## config.mk

```make
export PLATFORM = sky130hd
export DESIGN_NAME = fpm_dram_seq
export DESIGN_NICKNAME = d
export VERILOG_FILES = /design/src/rtl/fpm_seq_pkg.sv /design/src/rtl/fpm_addr_map.sv /design/src/rtl/fpm_cycle_timer.sv /design/src/rtl/fpm_ras_guard.sv /design/src/rtl/fpm_dram_seq.sv
export SDC_FILE = /design/constraint.sdc
export NUM_CORES = 1
export LEC_CHECK = 0
export ABC_AREA = 1
export BUFFER_PORTS_ARGS = -buffer_cell sky130_fd_sc_hd__buf_4
export CAP_MARGIN = 25
export CELL_PAD_IN_SITES_DETAIL_PLACEMENT = 2
export CELL_PAD_IN_SITES_GLOBAL_PLACEMENT = 2
export CORE_UTILIZATION = 27
export DETAILED_ROUTE_END_ITERATION = 10
export GPL_TIMING_DRIVEN = 0
export PLACE_DENSITY = 0.92
export SLEW_MARGIN = 40
export SYNTH_ARGS = -nofsm -noshare
export SYNTH_HDL_FRONTEND = slang
export SYNTH_SLANG_ARGS = --single-unit
```

## constraint.sdc

```tcl
create_clock -name clk -period 2.3 [get_ports clk]
set_clock_uncertainty 0.2 [all_clocks]
set_input_delay 0.46 -clock clk [delete_from_list [all_inputs] [get_ports clk]]
set_output_delay 0.46 -clock clk [all_outputs]
set_load 0.01 [all_outputs]
```

## src/rtl/fpm_seq_pkg.sv

```systemverilog
package fpm_seq_pkg;
  typedef enum logic [3:0] {
    S_IDLE,   // page closed, precharge met
    S_ROW,    // row address setup, RAS high
    S_RCD,    // RAS low, waiting before first CAS
    S_COL,    // column address setup, CAS high
    S_CAS,    // CAS pulse
    S_CP,     // CAS precharge
    S_OPEN,   // row open, waiting for a request
    S_PRE,    // RAS precharge
    S_RFC,    // refresh: CAS low ahead of RAS
    S_RFR     // refresh: RAS low
  } seq_state_e;
endpackage

```

## src/rtl/fpm_addr_map.sv

```systemverilog
module fpm_addr_map #(
  parameter int ADDR_W = 22,
  parameter int ROW_W  = 13,
  parameter int COL_W  = ADDR_W - ROW_W
) (
  input  logic [ADDR_W-1:0] word_addr,
  output logic [ROW_W-1:0]  row,
  output logic [COL_W-1:0]  col
);
  assign row = word_addr[ADDR_W-1 -: ROW_W];
  assign col = word_addr[COL_W-1:0];
endmodule

```

## src/rtl/fpm_cycle_timer.sv

```systemverilog
module fpm_cycle_timer #(
  parameter int TW = 8
) (
  input  logic          clk,
  input  logic          rst_n,
  input  logic          load,
  input  logic [TW-1:0] load_val,
  output logic          done
);
  logic [TW-1:0] cnt_q;
  always_ff @(posedge clk) begin
    if (!rst_n)           cnt_q <= '0;
    else if (load)        cnt_q <= load_val;
    else if (cnt_q != '0) cnt_q <= cnt_q - 1'b1;
  end
  assign done = (cnt_q == '0);
endmodule

```

## src/rtl/fpm_ras_guard.sv

```systemverilog
module fpm_ras_guard #(
  parameter int TW    = 8,
  parameter int LIMIT = 58
) (
  input  logic clk,
  input  logic rst_n,
  input  logic ras_n,
  output logic room_ok
);
  logic [TW-1:0] low_q;
  always_ff @(posedge clk) begin
    if (!rst_n || ras_n)  low_q <= '0;
    else if (low_q != '1) low_q <= low_q + 1'b1;
  end
  assign room_ok = (low_q <= TW'(LIMIT));
endmodule

```

## src/rtl/fpm_dram_seq.sv

```systemverilog
module fpm_dram_seq
  import fpm_seq_pkg::*;
#(
  parameter bit REF8K     = 1'b1,
  parameter int ADDR_W    = 22,
  parameter int DA_W      = 13,
  parameter int DQ_W      = 16,
  parameter int T_RCD     = 3,
  parameter int T_CAS     = 2,
  parameter int T_CP      = 1,
  parameter int T_RP      = 3,
  parameter int T_RFR     = 4,
  parameter int T_RAS_MAX = 64
) (
  input  logic              clk,
  input  logic              rst_n,
  input  logic              req_valid,
  output logic              req_ready,
  input  logic [ADDR_W-1:0] req_addr,
  input  logic              req_we,
  input  logic [DQ_W/8-1:0] req_be,
  input  logic [DQ_W-1:0]   req_wdata,
  output logic [DQ_W-1:0]   rdata,
  output logic              rdata_valid,
  input  logic              ref_req,
  output logic              ref_ack,
  output logic              dram_ras_n,
  output logic              dram_ucas_n,
  output logic              dram_lcas_n,
  output logic              dram_we_n,
  output logic              dram_oe_n,
  output logic [DA_W-1:0]   dram_addr,
  output logic [DQ_W-1:0]   dram_dq_out,
  input  logic [DQ_W-1:0]   dram_dq_in,
  output logic              dram_dq_oe
);
  localparam int ROW_W    = REF8K ? DA_W : DA_W - 1;
  localparam int COL_W    = ADDR_W - ROW_W;
  localparam int NB       = DQ_W / 8;
  localparam int TW       = $clog2(T_RAS_MAX + 1) + 1;
  localparam int PAGE_LEN = 1 + T_CAS + T_CP;
  localparam int LO_LIMIT = T_RAS_MAX - PAGE_LEN - 2;

  seq_state_e st_q, st_d;
  logic [ROW_W-1:0] in_row, row_q;
  logic [COL_W-1:0] in_col, col_q;
  logic             we_q;
  logic [NB-1:0]    be_q;
  logic [DQ_W-1:0]  wdata_q;
  logic             accept, hit, room_ok, t_done, t_load, capture;
  logic [TW-1:0]    t_val;
  logic [NB-1:0]    cas_low;

  fpm_addr_map #(.ADDR_W(ADDR_W), .ROW_W(ROW_W), .COL_W(COL_W)) u_map (
    .word_addr(req_addr), .row(in_row), .col(in_col));

  fpm_cycle_timer #(.TW(TW)) u_tmr (
    .clk(clk), .rst_n(rst_n), .load(t_load), .load_val(t_val), .done(t_done));

  fpm_ras_guard #(.TW(TW), .LIMIT(LO_LIMIT)) u_guard (
    .clk(clk), .rst_n(rst_n), .ras_n(dram_ras_n), .room_ok(room_ok));

  assign hit = (in_row == row_q);

  always_comb begin
    st_d      = st_q;
    req_ready = 1'b0;
    unique case (st_q)
      S_IDLE: if (ref_req) st_d = S_RFC;
              else begin
                req_ready = 1'b1;
                if (req_valid) st_d = S_ROW;
              end
      S_ROW:  st_d = S_RCD;
      S_RCD:  if (t_done) st_d = S_COL;
      S_COL:  st_d = S_CAS;
      S_CAS:  if (t_done) st_d = S_CP;
      S_CP:   if (t_done) st_d = S_OPEN;
      S_OPEN: if (ref_req || !room_ok) st_d = S_PRE;
              else if (req_valid) begin
                if (hit) begin
                  req_ready = 1'b1;
                  st_d      = S_COL;
                end else st_d = S_PRE;
              end
      S_PRE:  if (t_done) st_d = S_IDLE;
      S_RFC:  st_d = S_RFR;
      S_RFR:  if (t_done) st_d = S_PRE;
      default: st_d = S_IDLE;
    endcase
  end

  assign accept  = req_valid && req_ready;
  assign t_load  = (st_d != st_q);
  assign capture = (st_q == S_CAS) && t_done && !we_q;

  always_comb begin
    unique case (st_d)
      S_RCD:   t_val = TW'(T_RCD - 1);
      S_CAS:   t_val = TW'(T_CAS - 1);
      S_CP:    t_val = TW'(T_CP - 1);
      S_PRE:   t_val = TW'(T_RP - 1);
      S_RFR:   t_val = TW'(T_RFR - 1);
      default: t_val = '0;
    endcase
  end

  always_ff @(posedge clk) begin
    if (!rst_n) begin
      st_q        <= S_IDLE;
      row_q       <= '0;
      col_q       <= '0;
      we_q        <= 1'b0;
      be_q        <= '0;
      wdata_q     <= '0;
      rdata       <= '0;
      rdata_valid <= 1'b0;
    end else begin
      st_q        <= st_d;
      rdata_valid <= capture;
      if (capture) rdata <= dram_dq_in;
      if (accept) begin
        row_q   <= in_row;
        col_q   <= in_col;
        we_q    <= req_we;
        be_q    <= req_be;
        wdata_q <= req_wdata;
      end
    end
  end

  // one column strobe per byte lane
  for (genvar g = 0; g < NB; g++) begin : g_lane
    assign cas_low[g] = (st_q == S_RFC) || (st_q == S_RFR) ||
                        ((st_q == S_CAS) && (!we_q || be_q[g]));
  end

  assign dram_lcas_n = !cas_low[0];
  assign dram_ucas_n = !cas_low[NB-1];
  assign dram_ras_n  = !(st_q inside {S_RCD, S_COL, S_CAS, S_CP, S_OPEN, S_RFR});
  assign dram_we_n   = !(we_q && (st_q inside {S_COL, S_CAS}));
  assign dram_oe_n   = !(!we_q && st_q == S_CAS);
  assign dram_dq_oe  = we_q && (st_q == S_CAS) && (be_q != '0);
  assign dram_dq_out = wdata_q;
  assign ref_ack     = (st_q == S_RFC);

  always_comb begin
    dram_addr = '0;
    if (st_q inside {S_COL, S_CAS, S_CP, S_OPEN}) dram_addr[COL_W-1:0] = col_q;
    else                                          dram_addr[ROW_W-1:0] = row_q;
  end
endmodule

```

==> results by stage, run 1 <==
Hold path:
- The path class of the tightest hold or removal check is primary input to register.

CTS:
- The H-tree was split into 3 levels.
- At the later pin of the worst-skew pair, clock insertion delay measures 350 ps.
- The number of hold-repair buffers added at the cts stage is 0.
- The TritonCTS clock tree is done.
- The longest clock path from root to sink contains 2 buffers.
- The number of buffers created by CTS is 9.
- The tree built by TritonCTS fans out to 78 sinks.
- The cell sitting at the root of the clock tree is a clkbuf_16.
- Clock-pin slew was measured on the worst setup and hold paths at 60 ps.

Worst setup path:
- The category of the critical setup timing path is register to register.
- Data on the critical path arrives at its endpoint at between 2000 and 3000 ps.
- The worst setup path is launched from a register.
- The delay of the slowest cell on the worst path is 370 ps.
- The signal on the critical path passes through inv_1 -> ha_1 -> nand2_1 -> nor2_4 -> o21ai_0 -> nand2_1 -> nand3_4 -> nand2_1 -> o21ai_2 -> nand2_2 -> inv_2 -> nor2_1 -> nor2_1.
- The cell seen most often among critical-path stages is nand2_1.
- For flop-to-flop paths, the worst setup slack is -250 ps.
- The largest fanout of any net on the critical path is 6.
- STA classifies the critical path endpoint as a register.
- For the worst setup path, the data required time is ~2400 ps.
- The slowest stage cell on the critical path is dfxtp_1.

Logic synthesis:
- In the synthesized netlist the dominant register cell turns out to be dfxtp_1.
- The average cell area after synthesis is 6.806 µm².
- Counting instances in the post-synthesis netlist gives the leading cell types as nor2_1, nand2_1, dfxtp_1.
- The synthesized design contains 0 enable-type register cells.
- By area the synthesized netlist is led by dfxtp_1, nor2_1, o21ai_0.
- The most common cell in the synthesized netlist is nor2_1.
- The netlist uses 32 different library cells.
- The post-synthesis register bit count is 78.
- The cell count after synthesis is 541.
- After synthesis, the share of flip-flops with an asynchronous set or reset is 0%.
- The cell area that synthesis handed to floorplanning was between 3000 and 4000 µm².
- The post-synthesis net count is 606.
- The largest area contributor in the synthesized netlist is dfxtp_1.
- In this run the biggest area consumer among cell types represents 42.41% of the synthesized area.
- For this run, the number of Yosys warnings is 0.
- The portion of the post-synthesis area used by sequential elements is a little over two fifths.

Routing:
- The number of DRC markers after the initial detailed-route iteration is 150.
- The vias per cell is 4.868.
- The detailed-route via count is 4225.
- The total routed wirelength is 18.08 mm.
- The number of iterations in the first detailed-routing pass is 4.
- The number of nets with antenna violations after detailed routing is 0.
- Dividing the detail-routed wire length by the instance count gives 20.83 µm.
- The number of remaining DRC errors is 0.

STA:
- The number of failing setup endpoints in the final timing report is 29.
- The worst-case setup margin in the final layout is -251.4 ps.
- The maximum clock frequency is just under 400 MHz.
- The hold violation total from the final report is 0.
- The max-slew violation total from the final report is 0.
- At the pin with the least slew margin, the transition time is between 700 and 800 ps.
- The share of the cycle needed by the critical path after routing is 110.9%.
- Setup repair after global routing could not meet its margin everywhere.
- The shortest clock period the worst path allows after layout is about 2600 ps.
- The worst slew slack as a fraction of its limit is between 50% and 60%.
- The setup TNS is -2910 ps.

Floorplan:
- The die height is 118.8 µm.
- The die boundary width is around 120 µm.
- The initial utilization of the core area, before any placement, comes to 27.70%.
- 115 I/O pins were placed.
- The total area inside the core boundary comes to 13300 µm².
- The floorplan row count is 42.
- The die footprint is around 14000 µm².

Final layout:
- The final non-filler cell total is roughly 870.
- The multi-input combinational cells in the finished layout cover a total of between 2000 and 2500 µm².
- The antenna diode instance count is 0.
- The area growth from synthesis to final layout is 49.44%.
- Counting the fill cells in the layout gives 1539.
- In the final layout, flip-flops and latches occupy 1585 µm².
- The final layout contains 753 nets.
- The final standard cell area without fillers is 5503 µm².
- The share of cells above drive strength 1 is roughly a third.

Global route:
- After global routing the overflow that remains totals 0.
- The global-route wire length before repair is ~25 mm.
- The via count of the first global-routing pass was just under 5000.
- Entering global routing, the biggest net connects 12 pins.
- The number of antenna violations at the first check in global routing is 0.
- Global routing used 22.71% of the available tracks.

Power and ir drop:
- Summed over all cells, the static leakage comes to about 2.6 nW.
- The net switching power is 3.239 mW.
- Across the VDD grid, the largest voltage drop is about 0.44 mV.
- The power per standard cell area is 1282 nW/µm².
- The switching part of the total is 45.90%.
- The part of the total power dissipated in combinational logic is 52.9%.
- In this run, the clock network consumes between 10% and 20% of the power.
- Internal power comes to 3.817 mW.
- The sequential group share of total power is 27.9%.
- The overall power consumption is between 7 and 8 mW.

Status:
- The checks that failed: setup timing.
- The run finished, with violations left.

Job:
- Across the run, the number of max-cap violations was 0.

Place:
- The cell area after placement is 4758 µm².
- The half-perimeter wire length of the detailed placement result is 10.68 mm.
- The count of buffers inserted at the top-level ports is 114.
- The global placer's final weighted congestion is 0.7607.
- The number of placed instances, taps included, is between 800 and 900.
==> metal layers <==
layer / up-vias / wire length [µm] / GRT usage (%)
li1: 1982 / - / -
met1: 2115 / 7028 / 23.79
met2: 101 / 9809 / 43.09
met3: 27 / 867 / 5.647
met4: 0 / 372 / 8.544
met5: - / 0 / 0
==> layout make-up <==
cell class | count | share of cell area, %
Multi-Input combinational cell | 386 | 36.52
Sequential cell | 78 | 28.81
Timing Repair Buffer | 136 | 19.08
Clock buffer | 14 | 4.798
Inverter | 59 | 4.206
Tap cell | 176 | 4.002
Buffer | 18 | 2.501
Clock inverter | 1 | 0.09095
==> stage by stage <==
stage                     hold slack, ps  util (%)  worst slack, ps
final                              148.7     41.39           -251.4
after global routing               151.5     41.39           -360.5
after CTS                          150.0     39.76           -91.78
after detailed placement           280.8     35.79           -688.1
after global placement             259.6     35.79           -512.8
after floorplan                    248.6         -            226.0
==> placed cells by master (no fill, tap or decap), drive strengths merged, types with 2 or more instances in the layout <==
master	count
nor2	164
mux2	4
inv	59
dfxtp	78
a211oi	2
nor4	2
nand4	2
xnor2	7
clkbuf	22
xor2	5
o21ai	72
ha	4
nand3	15
nand2	87
a21oi	11
buf	146
nor3	5
==> worst paths after layout <==
check                              startpoint                           to  cells after the start
hold reg to reg   dram_dq_out[9]$_SDFFE_PN0P_  dram_dq_out[9]$_SDFFE_PN0P_                      2
setup reg to reg  u_tmr.cnt_q[0]$_SDFFE_PN0P_  u_tmr.cnt_q[0]$_SDFFE_PN0P_                     13
setup / recovery  u_tmr.cnt_q[0]$_SDFFE_PN0P_  u_tmr.cnt_q[0]$_SDFFE_PN0P_                     13
hold / removal                  dram_dq_in[0]        rdata[0]$_SDFFE_PN0P_                      3
==> repair_timing <==
item                                    in CTS  in global routing
buffers inserted                            14                  7
pin swaps                                   11                  7
resized for setup                           63                 81
endpoints found under the setup margin      77                 79
cloned                                       0                  1
==> flip-flops by register name (all words and copies together), names as in the netlist, 2 cells and up <==
signal / cells
rdata: 16
row_q: 13
u_guard.low_q: 8
col_q: 9
be_q: 2
u_tmr.cnt_q: 8
st_q: 4
dram_dq_out: 16
==> cell families after synthesis <==
| family | after synthesis | synth area share (%) |
|---|---|---|
| buffers and inverters | 77 | 8.766 |
| AO/OA/AOI/OAI | 88 | 12.64 |
| multiplexers | 4 | 1.223 |
| AND/OR/NAND/NOR | 278 | 30.75 |
| flip-flops | 78 | 42.41 |
| XOR/XNOR | 12 | 2.854 |
| adder cells (fa/ha/maj) | 4 | 1.359 |
==> power groups by stage <==
stage / registers, mW / logic, mW / clock network (mW)
4_1_cts: 1.93 / 3.20 / 1.35
6_report: 1.97 / 3.73 / 1.36
3_3_place_gp: 1.88 / 2.58 / 0
5_1_grt: 1.99 / 3.99 / 1.43
3_5_place_dp: 1.92 / 2.77 / 0
2_1_floorplan: 1.89 / 1.75 / 0
==> worst max-delay path: cells and delay by family, from the launching register on <==
family / cells / cell delay (ps)
AO/OA/AOI/OAI: 2 / 390
adder cells (fa/ha/maj): 1 / 220
buffers and inverters: 2 / 240
flip-flops: 1 / 370
AND/OR/NAND/NOR: 8 / 1050
Power figures use the tool's default switching activity.
==> run 2, diff against run 1 <==
--- a/config.mk
+++ b/config.mk
@@ -18,3 +18,4 @@
 export SYNTH_ARGS = -nofsm -noshare
 export SYNTH_HDL_FRONTEND = slang
 export SYNTH_SLANG_ARGS = --single-unit
+export TNS_END_PERCENT = 10
==> run 2 against run 1 <==
The run still ends with setup timing left. Final area fell by 1.7%. Final cell count fell by 0.46%. Utilization is 0.72 points lower. Sequential power about the same. Die area unchanged. Largest cell class unchanged. Largest power group unchanged. Highest routed layer unchanged.
==> results by stage, run 2 (synthesis results as in run 1) <==
Floorplan:
- The die footprint is 14110 µm².
- The die height is 118.8 µm.
- The die boundary width is 118.8 µm.
- For this design the top-level I/O count stands at ~120.
- The floorplan row count is 42.
- For this configuration, the core starts out at a cell density of 27.70%.
- The core region is 13300 µm².

Worst setup path:
- The setup check on the worst reg-to-reg path leaves a slack of -10 ps.
- The signal on the critical path passes through nor3_4 -> nand2_2 -> nand2_4 -> mux2_2 -> buf_4.
- The arrival time of the worst setup path is approximately 1800 ps.
- Grouping stages by cell kind, the critical path spends the most delay in simple AND/OR/NAND/NOR gates.
- The endpoint identified for the worst register-to-register timing path is row_q[5]$_SDFFE_PN0P_.
- The slowest stage cell on the critical path is dfxtp_4.
- The delay of the slowest cell on the worst path is 390 ps.
- STA classifies the critical path startpoint as a register.
- For the worst flop-to-flop path, the logic depth is 12.
- The category of the critical setup timing path is register to primary output.
- The endpoint class of the critical path is a primary output.
- The number of buffers and inverters on the critical path is 1.
- The largest fanout of any net on the critical path is 6.
- The launch point of the worst reg-to-reg path is row_q[0]$_SDFFE_PN0P_.
- The required time of the critical path is 1640 ps.

Power and ir drop:
- The static power due to leakage is 2.507 nW.
- Net switching is 43.85% of the power.
- The part of the total power dissipated in combinational logic is 51.5%.
- The net switching power is ~3 mW.
- The clock network is responsible for between 10% and 20% of the overall power.
- Across the VDD grid, the largest voltage drop is 0.4281 mV.
- The internal power of the cells totals 3.789 mW.
- The sequential group share of total power is 28.7%.
- In this run the power density over the cells is around 1200 nW/µm².

Place:
- The worst slack at placement is -688.1 ps.
- The half-perimeter wire length of the detailed placement result is approximately 11 mm.
- The global placer's final weighted congestion is 0.7607.
- The number of cells after detailed placement is 831.
- The count of buffers inserted at the top-level ports is 114.

Routing:
- The number of DRC markers after the initial detailed-route iteration is around 110.
- The vias per cell is 4.782.
- The number of nets with antenna violations after detailed routing is 0.
- After detailed routing, the average wire length per cell comes to 18.10 µm.
- In the routed design, unresolved DRC markers number 0.
- The total routed wirelength is 15.64 mm.
- The number of iterations in the first detailed-routing pass is 4.
- The detailed-route via count is 4132.

STA:
- Setup violations remaining at the end of the flow were counted as 11.
- The hold violation total from the final report is 0.
- The maximum clock frequency is 415.1 MHz.
- The worst-case setup margin in the final layout is -109.0 ps.
- The transition time of the tightest slew-check pin is 612.1 ps.
- The worst pin sits at a relative slew slack of 59.19%.
- Setup repair after global routing could not meet its margin everywhere.
- After layout, the worst path uses 104.7% of the clock period.
- The shortest clock period the worst path allows after layout is 2409 ps.
- The max-slew violation total from the final report is 0.

CTS:
- The tree is rooted in a clkbuf_16.
- The maximum root-to-sink buffer count is 2.
- Clock tree synthesis inserted a total of 9 buffers.
- After clock tree synthesis, the clock-pin slew on the worst setup and hold paths is ~60 ps.
- The clock reaches the later pin of the worst-skew pair after about 330 ps.
- The CTS sink count is around 80.
- TritonCTS built the clock tree.
- The number of hold buffers added after CTS was 0.
- The maximum level of the CTS H-tree is 3.

Hold path:
- For hold timing, the worst endpoint is rdata[8]$_SDFFE_PN0P_.
- The min-delay analysis places its worst path in the category primary input to register.
- The worst hold path depth is 3.
- The launch instance of the worst min-delay path is dram_dq_in[8].

Global route:
- Global routing finished with a remaining overflow of 0.
- The number of antenna violations at the first check in global routing was 0.
- The via count of the first global-routing pass was 4827.
- The aggregate global-route resource usage is a little under a quarter.
- The pin count of the biggest net entering global routing is 12.
- The first global-routing pass estimated between 20 and 25 mm of wire.

Status:
- The run finished, with violations left.
- The final reports fail on setup timing.

Final layout:
- The antenna diode instance count is 0.
- The final non-filler cell total is around 860.
- The share of cells above drive strength 1 is a little over a third.
- Counting the fill cells in the layout gives about 1500.
- Leaving out fill and tap cells, the most frequent cell in the layout is nor2_1.
- The post-layout net count is roughly 750.
- The area growth from synthesis to final layout is 46.86%.
- Leaving out fill and tap cells, the most frequent cells in the layout are nor2_1, buf_4, nand2_1.

Job:
- Max-cap violations in this run came to 0.
[run 2: cell types whose count changed in the layout (fill, tap and decap cells not counted), sizes merged]
| cell | before | now |
|---|---|---|
| clkinv | 1 | 2 |
| inv | 59 | 58 |
| buf | 146 | 140 |
| clkbuf | 22 | 24 |
[run 2: layout make-up]
| cell class | count | area [µm²] | share of cell area (%) |
|---|---|---|---|
| multi-input combinational | 386 | 1987 | 36.74 |
| timing repair buffer | 132 | 998.5 | 18.46 |
| clock buffer | 14 | 264.0 | 4.882 |
| sequential | 78 | 1585 | 29.32 |
| buffer | 18 | 117.6 | 2.175 |
| tap | 176 | 220.2 | 4.072 |
| clock inverter | 1 | 5.005 | 0.09255 |
| inverter | 59 | 230.2 | 4.257 |
[run 2: layer usage]
| layer | part of all wire, % | GRT usage (%) |
|---|---|---|
| met1 | 39 | 23.52 |
| met2 | 53 | 43.79 |
| met3 | 5.0 | 5.212 |
| met4 | 2.3 | 8.307 |
| met5 | 0 | 0 |
[run 2: power by group through the flow]
stage | Sequential, mW | Combinational, mW | Clock, mW
final | 1.94 | 3.48 | 1.34
after global routing | 1.97 | 3.80 | 1.42
after CTS | 1.92 | 3.14 | 1.35
after detailed placement | 1.92 | 2.77 | 0
after global placement | 1.88 | 2.58 | 0
after floorplan | 1.89 | 1.75 | 0
[run 2: worst max-delay path by stage]
stage,from,to,slack [ps],depth (start not counted)
final,st_q[3]$_SDFF_PN0_,dram_addr[3],-110,5
after global routing,row_q[0]$_SDFFE_PN0P_,req_ready,-170,9
after CTS,row_q[12]$_SDFFE_PN0P_,req_ready,-100,9
after detailed placement,st_q[2]$_SDFF_PN0_,dram_addr[8],-690,9
after global placement,st_q[2]$_SDFF_PN0_,dram_addr[8],-510,9
after floorplan,st_q[2]$_SDFF_PN0_,dram_addr[5],230,9
[run 2: tightest hold or removal path, cell delays in order]
cell	delay, ps
buf_4	80
nor2_1	30
nor2_1	80
[run 2: through the flow]
stage	TNS [ps]	hold WS (ps)	utilization [%]	total power, mW	instance area (µm²)
final	-802.2	157.4	40.67	6.749	5408
after global routing	-4108	155.6	40.67	7.195	5408
after CTS	-938.3	150.0	39.66	6.417	5273
after detailed placement	-17900	280.8	35.79	4.685	4758
after global placement	-9120	259.6	35.79	4.459	4758
after floorplan	0	248.6	-	3.637	3682
[run 2: repair_timing]
| action | CTS | global route |
|---|---|---|
| buffers inserted | 14 | 4 |
| pin swaps | 10 | 6 |
| gates resized for setup | 59 | 43 |
| endpoints found under the setup margin | 77 | 85 |
